==> src/rtl/dpwm_pkg.sv <==
package dpwm_pkg;
  // index of least significant set bit, 0 when none
  function automatic int unsigned lowest_set(input logic [31:0] v);
    int unsigned r;
    r = 0;
    for (int i = 31; i >= 0; i--)
      if (v[i]) r = i;
    return r;
  endfunction
endpackage

==> src/rtl/pwm_timebase.sv <==
module pwm_timebase #(
  parameter int PRESCALE = 3,
  parameter int CNT_W    = 14
) (
  input  logic             clk_i,
  input  logic             rst_ni,
  output logic             tick_o,
  output logic             wrap_o,
  output logic [CNT_W-1:0] cnt_o
);
  logic [CNT_W-1:0] cnt_q;

  generate
    if (PRESCALE > 1) begin : g_div
      localparam int PS_W = $clog2(PRESCALE);
      localparam logic [PS_W-1:0] PS_LAST = PS_W'(PRESCALE - 1);
      logic [PS_W-1:0] div_q;
      always_ff @(posedge clk_i or negedge rst_ni) begin
        if (!rst_ni)              div_q <= '0;
        else if (div_q == PS_LAST) div_q <= '0;
        else                       div_q <= div_q + 1'b1;
      end
      assign tick_o = (div_q == PS_LAST);


      tick_spacing_chk: assert property (@(posedge clk_i) disable iff (!rst_ni)
        tick_o |=> !tick_o);
    end else begin : g_nodiv
      assign tick_o = 1'b1;
    end
  endgenerate

  always_ff @(posedge clk_i or negedge rst_ni) begin
    if (!rst_ni)     cnt_q <= '0;
    else if (tick_o) cnt_q <= cnt_q + 1'b1;
  end

  assign cnt_o  = cnt_q;
  assign wrap_o = tick_o & (&cnt_q);


  cnt_hold_chk: assert property (@(posedge clk_i) disable iff (!rst_ni)
    !tick_o |=> $stable(cnt_o));

  cnt_step_chk: assert property (@(posedge clk_i) disable iff (!rst_ni)
    tick_o |=> cnt_o == CNT_W'($past(cnt_o) + 1'b1));
endmodule

==> src/rtl/pwm_setting_regs.sv <==
module pwm_setting_regs #(
  parameter int HI_W = 7,
  parameter int LO_W = 7
) (
  input  logic            clk_i,
  input  logic            rst_ni,
  input  logic            hi_we_i,
  input  logic [HI_W-1:0] hi_d_i,
  input  logic            lo_we_i,
  input  logic [LO_W-1:0] lo_d_i,
  input  logic            load_i,
  output logic [HI_W-1:0] work_hi_o,
  output logic [LO_W-1:0] work_lo_o
);
  logic [HI_W-1:0] hold_hi_q, work_hi_q;
  logic [LO_W-1:0] hold_lo_q, work_lo_q;

  always_ff @(posedge clk_i or negedge rst_ni) begin
    if (!rst_ni) begin
      hold_hi_q <= '0;
      hold_lo_q <= '0;
    end else begin
      if (hi_we_i) hold_hi_q <= hi_d_i;
      if (lo_we_i) hold_lo_q <= lo_d_i;
    end
  end

  // both halves move together, only at cycle wrap
  always_ff @(posedge clk_i or negedge rst_ni) begin
    if (!rst_ni) begin
      work_hi_q <= '0;
      work_lo_q <= '0;
    end else if (load_i) begin
      work_hi_q <= hold_hi_q;
      work_lo_q <= hold_lo_q;
    end
  end

  assign work_hi_o = work_hi_q;
  assign work_lo_o = work_lo_q;


  work_defer_chk: assert property (@(posedge clk_i) disable iff (!rst_ni)
    !load_i |=> ($stable(work_hi_o) && $stable(work_lo_o)));
endmodule

==> src/rtl/pwm_pulse_gen.sv <==
module pwm_pulse_gen
  import dpwm_pkg::*;
#(
  parameter int POS_W = 7,
  parameter int SUB_W = 7
) (
  input  logic                   clk_i,
  input  logic                   rst_ni,
  input  logic [POS_W+SUB_W-1:0] cnt_i,
  input  logic [POS_W-1:0]       hi_i,
  input  logic [SUB_W-1:0]       lo_i,
  output logic                   raw_o
);
  localparam int CNT_W = POS_W + SUB_W;

  logic [POS_W-1:0] pos;
  logic [SUB_W-1:0] sub;
  logic             coarse, fine;
  int unsigned      lsb;

  assign pos    = cnt_i[POS_W-1:0];
  assign sub    = cnt_i[CNT_W-1:POS_W];
  assign coarse = (pos > hi_i);
  assign lsb    = lowest_set(32'(sub));

  // subperiod k picks fine bit SUB_W-1-tz(k)
  always_comb begin
    fine = 1'b0;
    if (pos == '0 && sub != '0)
      for (int j = 0; j < SUB_W; j++)
        if (lsb == 32'(j)) fine = ~lo_i[SUB_W-1-j];
  end

  assign raw_o = coarse | fine;


  sub0_start_low_chk: assert property (@(posedge clk_i) disable iff (!rst_ni)
    (pos == '0 && raw_o) |-> sub != '0);

  fine_off_chk: assert property (@(posedge clk_i) disable iff (!rst_ni)
    ((&lo_i) && pos == '0) |-> !raw_o);
endmodule

==> src/rtl/dither_pwm.sv <==
module dither_pwm #(
  parameter int COARSE_W = 7,
  parameter int FINE_W   = 7,
  parameter int PRESCALE = 3
) (
  input  logic                clk_i,
  input  logic                rst_ni,
  input  logic                hi_we_i,
  input  logic [COARSE_W-1:0] hi_d_i,
  input  logic                lo_we_i,
  input  logic [FINE_W-1:0]   lo_d_i,
  input  logic                pol_i,
  input  logic                pin_en_i,
  input  logic                port_d_i,
  output logic                pin_o
);
  localparam int CNT_W = COARSE_W + FINE_W;

  logic                tick, wrap, raw;
  logic [CNT_W-1:0]    cnt;
  logic [COARSE_W-1:0] work_hi;
  logic [FINE_W-1:0]   work_lo;

  pwm_timebase #(.PRESCALE(PRESCALE), .CNT_W(CNT_W)) u_tb (
    .clk_i, .rst_ni, .tick_o(tick), .wrap_o(wrap), .cnt_o(cnt)
  );

  pwm_setting_regs #(.HI_W(COARSE_W), .LO_W(FINE_W)) u_regs (
    .clk_i, .rst_ni, .hi_we_i, .hi_d_i, .lo_we_i, .lo_d_i,
    .load_i(wrap), .work_hi_o(work_hi), .work_lo_o(work_lo)
  );

  pwm_pulse_gen #(.POS_W(COARSE_W), .SUB_W(FINE_W)) u_gen (
    .clk_i, .rst_ni, .cnt_i(cnt), .hi_i(work_hi), .lo_i(work_lo), .raw_o(raw)
  );

  assign pin_o = pin_en_i ? (raw ^ pol_i) : port_d_i;


  stuck_inactive_chk: assert property (@(posedge clk_i) disable iff (!rst_ni)
    ((&work_hi) && (&work_lo) && pin_en_i) |-> pin_o == pol_i);
endmodule

==> config.mk <==
export PLATFORM = sky130hd
export DESIGN_NAME = dither_pwm
export DESIGN_NICKNAME = d
export VERILOG_FILES = /design/src/rtl/dpwm_pkg.sv /design/src/rtl/pwm_timebase.sv /design/src/rtl/pwm_setting_regs.sv /design/src/rtl/pwm_pulse_gen.sv /design/src/rtl/dither_pwm.sv
export SDC_FILE = /design/constraint.sdc
export NUM_CORES = 1
export LEC_CHECK = 0
export ABC_CLOCK_PERIOD_IN_PS = 1900
export BUFFER_PORTS_ARGS = -buffer_cell sky130_fd_sc_hd__buf_2
export CORE_ASPECT_RATIO = 1.1
export CORE_UTILIZATION = 34
export CTS_CLUSTER_DIAMETER = 150
export DETAILED_ROUTE_END_ITERATION = 8
export PLACE_DENSITY = 0.65
export SLEW_MARGIN = 30
export SYNTH_ARGS = -nofsm -noshare
export SYNTH_HDL_FRONTEND = slang
export SYNTH_SLANG_ARGS = --single-unit
==> constraint.sdc <==
create_clock -name clk_i -period 1.9 [get_ports clk_i]
set_clock_uncertainty 0.1 [all_clocks]
set_input_delay 0 -clock clk_i [delete_from_list [all_inputs] [get_ports clk_i]]
set_output_delay 0 -clock clk_i [all_outputs]
set_load 0.01 [all_outputs]
# Yosys cells after proc, flatten, opt, wreduce, memory -nomap -nowiden
# Cells that the tools add are included.
[word_totals]
ff_bits = 44
latchBits = 0
ram_bits = 0
romBits = 0
input_bits = 21
out_inout_bits = 1
elab_cells = 48
memories = 0
[op_classes]
add_sub_neg = 2
multipliers = 0
n_div = 0
magnitude_cmp = 1
n_eq_ne = 7
shift = 0
mux = 17
n_bitwise = 10
n_reduce_logical = 5
[op_table]
columns = ["cell", "count"]
rows = [
  ["32-bit zero test", 1],
  ["3-bit two-way mux", 7],
  ["14-bit by 1-bit adder with 14-bit output, second input constant", 1],
  ["14-bit AND reduction", 1],
  ["3-bit equality test, second input constant", 3],
  ["1-bit two-way mux", 9],
  ["7-bit greater-than comparator", 1],
  ["7-bit zero test", 1],
  ["1-bit NOT", 7],
  ["7-bit nonzero test", 1],
  ["3-bit by 2-bit equality test with 1-bit output, second input constant", 2],
  ["3-bit by 1-bit equality test with 1-bit output, second input constant", 1],
  ["2-bit by 1-bit adder with 2-bit output, second input constant", 1],
  ["2-bit equality test, second input constant", 1],
  ["2-bit two-way mux", 1],
  ["1-bit bitwise AND", 1],
  ["1-bit logical AND", 1],
  ["1-bit bitwise OR", 1],
  ["1-bit bitwise XOR", 1],
]

# Logic depth before layout (Yosys ltp)
[logic_depth]
depth_word = 19
ltp_mapped = 9
ltp_nobuf = 8

# Hierarchy
# From an unflattened synthesis, not the netlist that was laid out.
[unflattened]
hier_cells = 168
hier_area_um2 = 2094.5
[by_module_without_submodules]
columns = ["mod", "instances", "cells_per_inst", "area_per_inst_um2", "seq_area_each_um2"]
rows = [
  ["pwm_setting_regs", 1, 59, 1037.2, 700.7],
  ["pwm_timebase", 1, 58, 720.7, 400.4],
  ["pwm_pulse_gen", 1, 48, 319.1, 0.0],
  ["dither_pwm", 1, 3, 17.5, 0.0],
]

# Worst setup path after synthesis
# Ideal clock, no wire load.
[synth_timing]
path_kind = "register to register"
startpoint = "reg u_tb.g_div.div_q[0]"
endpoint = "reg u_regs.work_hi_q[4], in the netlist u_regs.work_hi_o[4]"
setup_time_ns = 0.125
t_arrival_ns = 1.857
required_time_ns = 1.675
path_slack_ns = -0.182
path_stages_with_launch = 10
n_path_buf = 3
period_less_slack_ns = 2.082
cell_sequence = "dfrtp_1 > nor2b_4 > buf_6 > and4_4 > and2_4 > and3_4 > and3_4 > buf_6 > buf_12 > mux2_4"
[synth_between]
elab_chain_cells = 2
[synth_rtl]
columns = ["item", "line", "rtl"]
rows = [
  ["start, declared", "pwm_timebase.sv:17", "logic [PS_W-1:0] div_q;"],
  ["start signal, assigned", "pwm_timebase.sv:21", "else div_q <= div_q + 1'b1;"],
  ["2-bit equality test", "pwm_timebase.sv:23", "assign tick_o = (div_q == PS_LAST);"],
  ["1-bit bitwise AND", "pwm_timebase.sv:39", "assign wrap_o = tick_o & (&cnt_q);"],
  ["end signal, assigned", "pwm_setting_regs.sv:34", "work_hi_q <= hold_hi_q;"],
  ["end, declared", "pwm_setting_regs.sv:15", "logic [HI_W-1:0] hold_hi_q, work_hi_q;"],
]
# No other way between the ends.
# A chain may end at the register's enable or synchronous reset.

# Final worst setup path
[layout_timing]
startpoint = "reg u_tb.cnt_q[1], in the netlist u_tb.cnt_o[1]"
endpoint = "out pin_o"
[layout_between]
elab_chain_cells = 6
[layout_rtl]
columns = ["item", "line", "rtl"]
rows = [
  ["start, declared", "pwm_timebase.sv:11", "logic [CNT_W-1:0] cnt_q;"],
  ["start signal, assigned", "pwm_timebase.sv:35", "else if (tick_o) cnt_q <= cnt_q + 1'b1;"],
  ["branches (longest 3 deep; another with 7-bit greater-than comparator)", "--", ""],
  ["1-bit bitwise OR (*)", "pwm_pulse_gen.sv:34", "assign raw_o = coarse | fine;"],
  ["1-bit bitwise XOR (*)", "dither_pwm.sv:37", "assign pin_o = pin_en_i ? (raw ^ pol_i) : port_d_i;"],
  ["1-bit two-way mux (*)", "dither_pwm.sv:37", ""],
  ["end, declared", "dither_pwm.sv:15", "output logic pin_o"],
]
# Every way passes the cells marked *.

==> flow_summary.yaml <==
detailed_routing:
  avgViaCountPerCell: 4.647
  via_count: 1580
  detail-route-antenna-nets: 0
  drc: 0
  wl_per_cell_um: 13.34
  drt_iter0_drc: 53
  dr.pass1.iters: 4
  wirelength_mm: 4.534
clock_network:
  cts_max_path_buffers: 2
  cts_tree: "built"
  htreeDepth: 2
  insertion_delay_ns: 0.30
  clkTransAtPathRegs_ns: 0.08
  cts_sinks: 44
  cts_buffers: 5
  cts_root_buf: "clkbuf_8"
synth:
  synth_mux_area_share_pct: 16.96
  ys_top_cells_by_area: "dfrtp_1 (50%), mux2_2 (9.2%), mux2_4 (6.8%), ha_1 (5.1%), xnor2_1 (4.4%)"
  synth_top_cell_area_share_pct: 50.09
  synth-compound-area-share_pct: 5.578
  synth_simple_gate_area_share_pct: 12.52
  synth_area_mm2: 0.002198
  ys_ff_latch: 44
  synthesis.nets: 204
  yosysMostFrequentCell: "dfrtp_1"
  synth_top_family_by_area: "multiplexers"
  synth_xor_area_share_pct: 5.179
  synth_top_cell_by_area: "dfrtp_1"
  seq_area_frac_synth_pct: 50.09
  netlist_instances: 174
  ys_async_sr_fraction_pct: 100.0
  yosys_warnings: 0
  avgSynthCellArea_um2: 12.63
  synth-edff-count: 0
  synthAdderAreaFrac_pct: 5.122
  synth_cell_type_count: 45
  yosys_most_used_dff: "dfrtp_1"
  ys_top_cells_by_count: "dfrtp_1 (44), mux2_2 (18), inv_1 (11), xnor2_1 (11), mux2_4 (10)"
critical_path:
  cp_slowest_stage_delay_ns: 0.41
  end_kind: "primary output"
  slowest_stage: "dfrtp_1"
  path_delay_family: "compound AO/OA/AOI/OAI gates"
  critical_path_peak_fanout: 3
  cp_data_arrival_time_ns: 2.22
  cp_data_required_time_ns: 1.80
  startpoint_type: "register"
  critPathBufInv: 1
  worstSetupPathType: "reg2out"
  cp_cell_sequence: "ha_1 -> nor2b_1 -> o21a_1 -> o211ai_1 -> a2111oi_0 -> a311oi_1 -> nand3_2 -> buf_6"
sta:
  finalCriticalPeriod_ns: 2.323
  rsz0062_at_grt: "true"
  maxSlewHeadroom_pct: 76.51
  finalHoldViolations: 0
  slew_viol_final: 0
  setup_slack_ns: -0.4225
  fmax_mhz: 430.6
  finalSetupTns_ns: -1.203
  worst_pin_slew_ns: 0.3434
  period_share_pct: 122.2
  setup_viol: 15
run:
  drv_cap: 0
global_routing:
  grt_pass1_vias: 1702
  grt_max_degree: 45
  grt_pass1_wl_mm: 7.955
  grt-ovfl-total: 0
  grt_antenna_before_repair: 0
  grtUsageTotal_pct: 15.27
hold_path:
  min_path_type: "in2async"
final_layout:
  syn_to_final_growth_pct: 44.79
  layout.nets: 289
  antenna_cells: 0
  drive_gt1_share_pct: 43.46
  fill_cells: 516
die:
  start_util_pct: 35.49
  dieHeight_um: 86.34
  core_area_mm2: 0.006193
  fp.dieArea_mm2: 0.006792
  dieWidth_um: 78.67
  rows: 30
  ios: 22
power:
  powerDensity_mw_per_mm2: 595.1
  p_sw_share_pct: 20.60
  p_leak_uw: 0.001475
  switchingPower_uw: 390.1
  comb_power_share_pct: 8.6
  p_int_uw: 1504
  seq_power_share_pct: 51.7
  p_clk_share_pct: 39.7
  ir_worst_vdd_mv: 0.4698
placed_design:
  dp_slack_ns: -0.2131
  place.gp.congestion: 0.7690
  port-buffer-count: 21
  dp_hpwl_mm: 2.806
outcome:
  violations: "negative setup slack"
  status: "finished with violations"
cell usage in the layout, fill, tap and decap left out, types with 2 or more instances in the layout:
| cell | Yosys | final |
|---|---|---|
| xor2_1 | 2 | 2 |
| dfrtp_2 | 0 | 3 |
| buf_2 | 1 | 20 |
| ha_1 | 9 | 9 |
| nand3_1 | 5 | 4 |
| mux2i_1 | 2 | 2 |
| buf_12 | 1 | 3 |
| dlygate4sd3_1 | 0 | 29 |
| nor2_1 | 3 | 2 |
| nand2_1 | 8 | 7 |
| and3_4 | 2 | 2 |
| clkbuf_8 | 0 | 6 |
| nor2b_1 | 3 | 3 |
| nand4_1 | 4 | 4 |
| buf_6 | 2 | 2 |
| mux2_2 | 18 | 14 |
| o21a_1 | 3 | 3 |
| mux2_4 | 10 | 14 |
| buf_4 | 0 | 30 |
| dfrtp_1 | 44 | 41 |
| xnor2_1 | 11 | 11 |
| and3_1 | 3 | 3 |
| inv_1 | 11 | 11 |
| a21oi_2 | 0 | 2 |
power by group through the flow:
stage	sequential, uW	clock, uW	combinational (uW)
after floorplan	994	0	42.2
after global placement	998	0	90.0
after detailed placement	998	0	91.9
after global routing	985	814	179
final	980	751	163
after CTS	980	781	158
path summary, 6_finish.rpt:
kind                                          start                   to  slack [ns]  cells after the start
worst max-delay path                  u_tb.cnt_o[1]                pin_o       -0.42                      8
worst min-delay path                         rst_ni       u_tb.cnt_o[10]        0.11                      3
worst max register to register  u_tb.g_div.div_q[0]  u_regs.work_lo_o[1]       -0.07                      7
worst min register to register  u_tb.g_div.div_q[0]  u_tb.g_div.div_q[0]        0.40                      1
max in group asynchronous                    rst_ni        u_tb.cnt_o[2]        1.37                      3
min in group clk_i                            pol_i                pin_o        0.35                      4
area by class of cell:
class	instances	area (um2)	share of cell area (%)
multi-input cells	112	1090	34.24
well taps	80	100.1	3.145
clock buffers	6	82.58	2.594
repair buffers	85	725.7	22.80
clock inverters	2	38.79	1.219
flip-flops and latches	44	1105	34.71
inverters	11	41.29	1.297
metrics by stage:
stage / total power [uW] / cells / hold slack [ns] / utilization, % / area, um2
after detailed placement: 1090 / 296 / -0.1011 / 41.45 / 2567
after global routing: 1978 / 340 / 0.1534 / 51.39 / 3183
after CTS: 1919 / 340 / 0.1178 / 50.99 / 3158
after global placement: 1088 / 296 / -0.09247 / 41.45 / 2567
final: 1894 / 340 / 0.1081 / 51.39 / 3183
after floorplan: 1036 / 174 / -0.3956 / - / 2198
sequential cells by signal (all words and copies together) (netlist names):
signal,count
u_regs.hold_hi_q,7
u_regs.hold_lo_q,7
u_regs.work_hi_o,7
u_regs.work_lo_o,7
u_tb.cnt_o,14
u_tb.g_div.div_q,2
routing by layer:
metal	GRT usage (%)	part of all wire, %
met1	20.09	48
met2	24.51	48
met3	3.158	2.4
met4	6.229	1.6
met5	0	0
tightest hold or removal path: cells and delay by family:
family,cells,cell delay (ns)
buf+inv,3,0.89
what timing repair did:
item,CTS,global route
hold buffers,29,0
endpoints found under the hold margin,58,0
resized for setup,19,6
endpoints found under the setup margin,15,15
buffers inserted,6,0
gates cloned,1,0
pin swaps,6,1
logic make-up (layout without fill, tap and decap cells):
kind of cell	count (synthesis)	after routing
DFF	44	44
and+or+nand+nor	43	43
muxes	30	30
buffers and inverters	18	104
AOI/OAI and AO/OA	17	17
xor gates and xnor gates	13	13
adders and majority gates	9	9
Note: power is estimated with default switching activity, not from simulation.
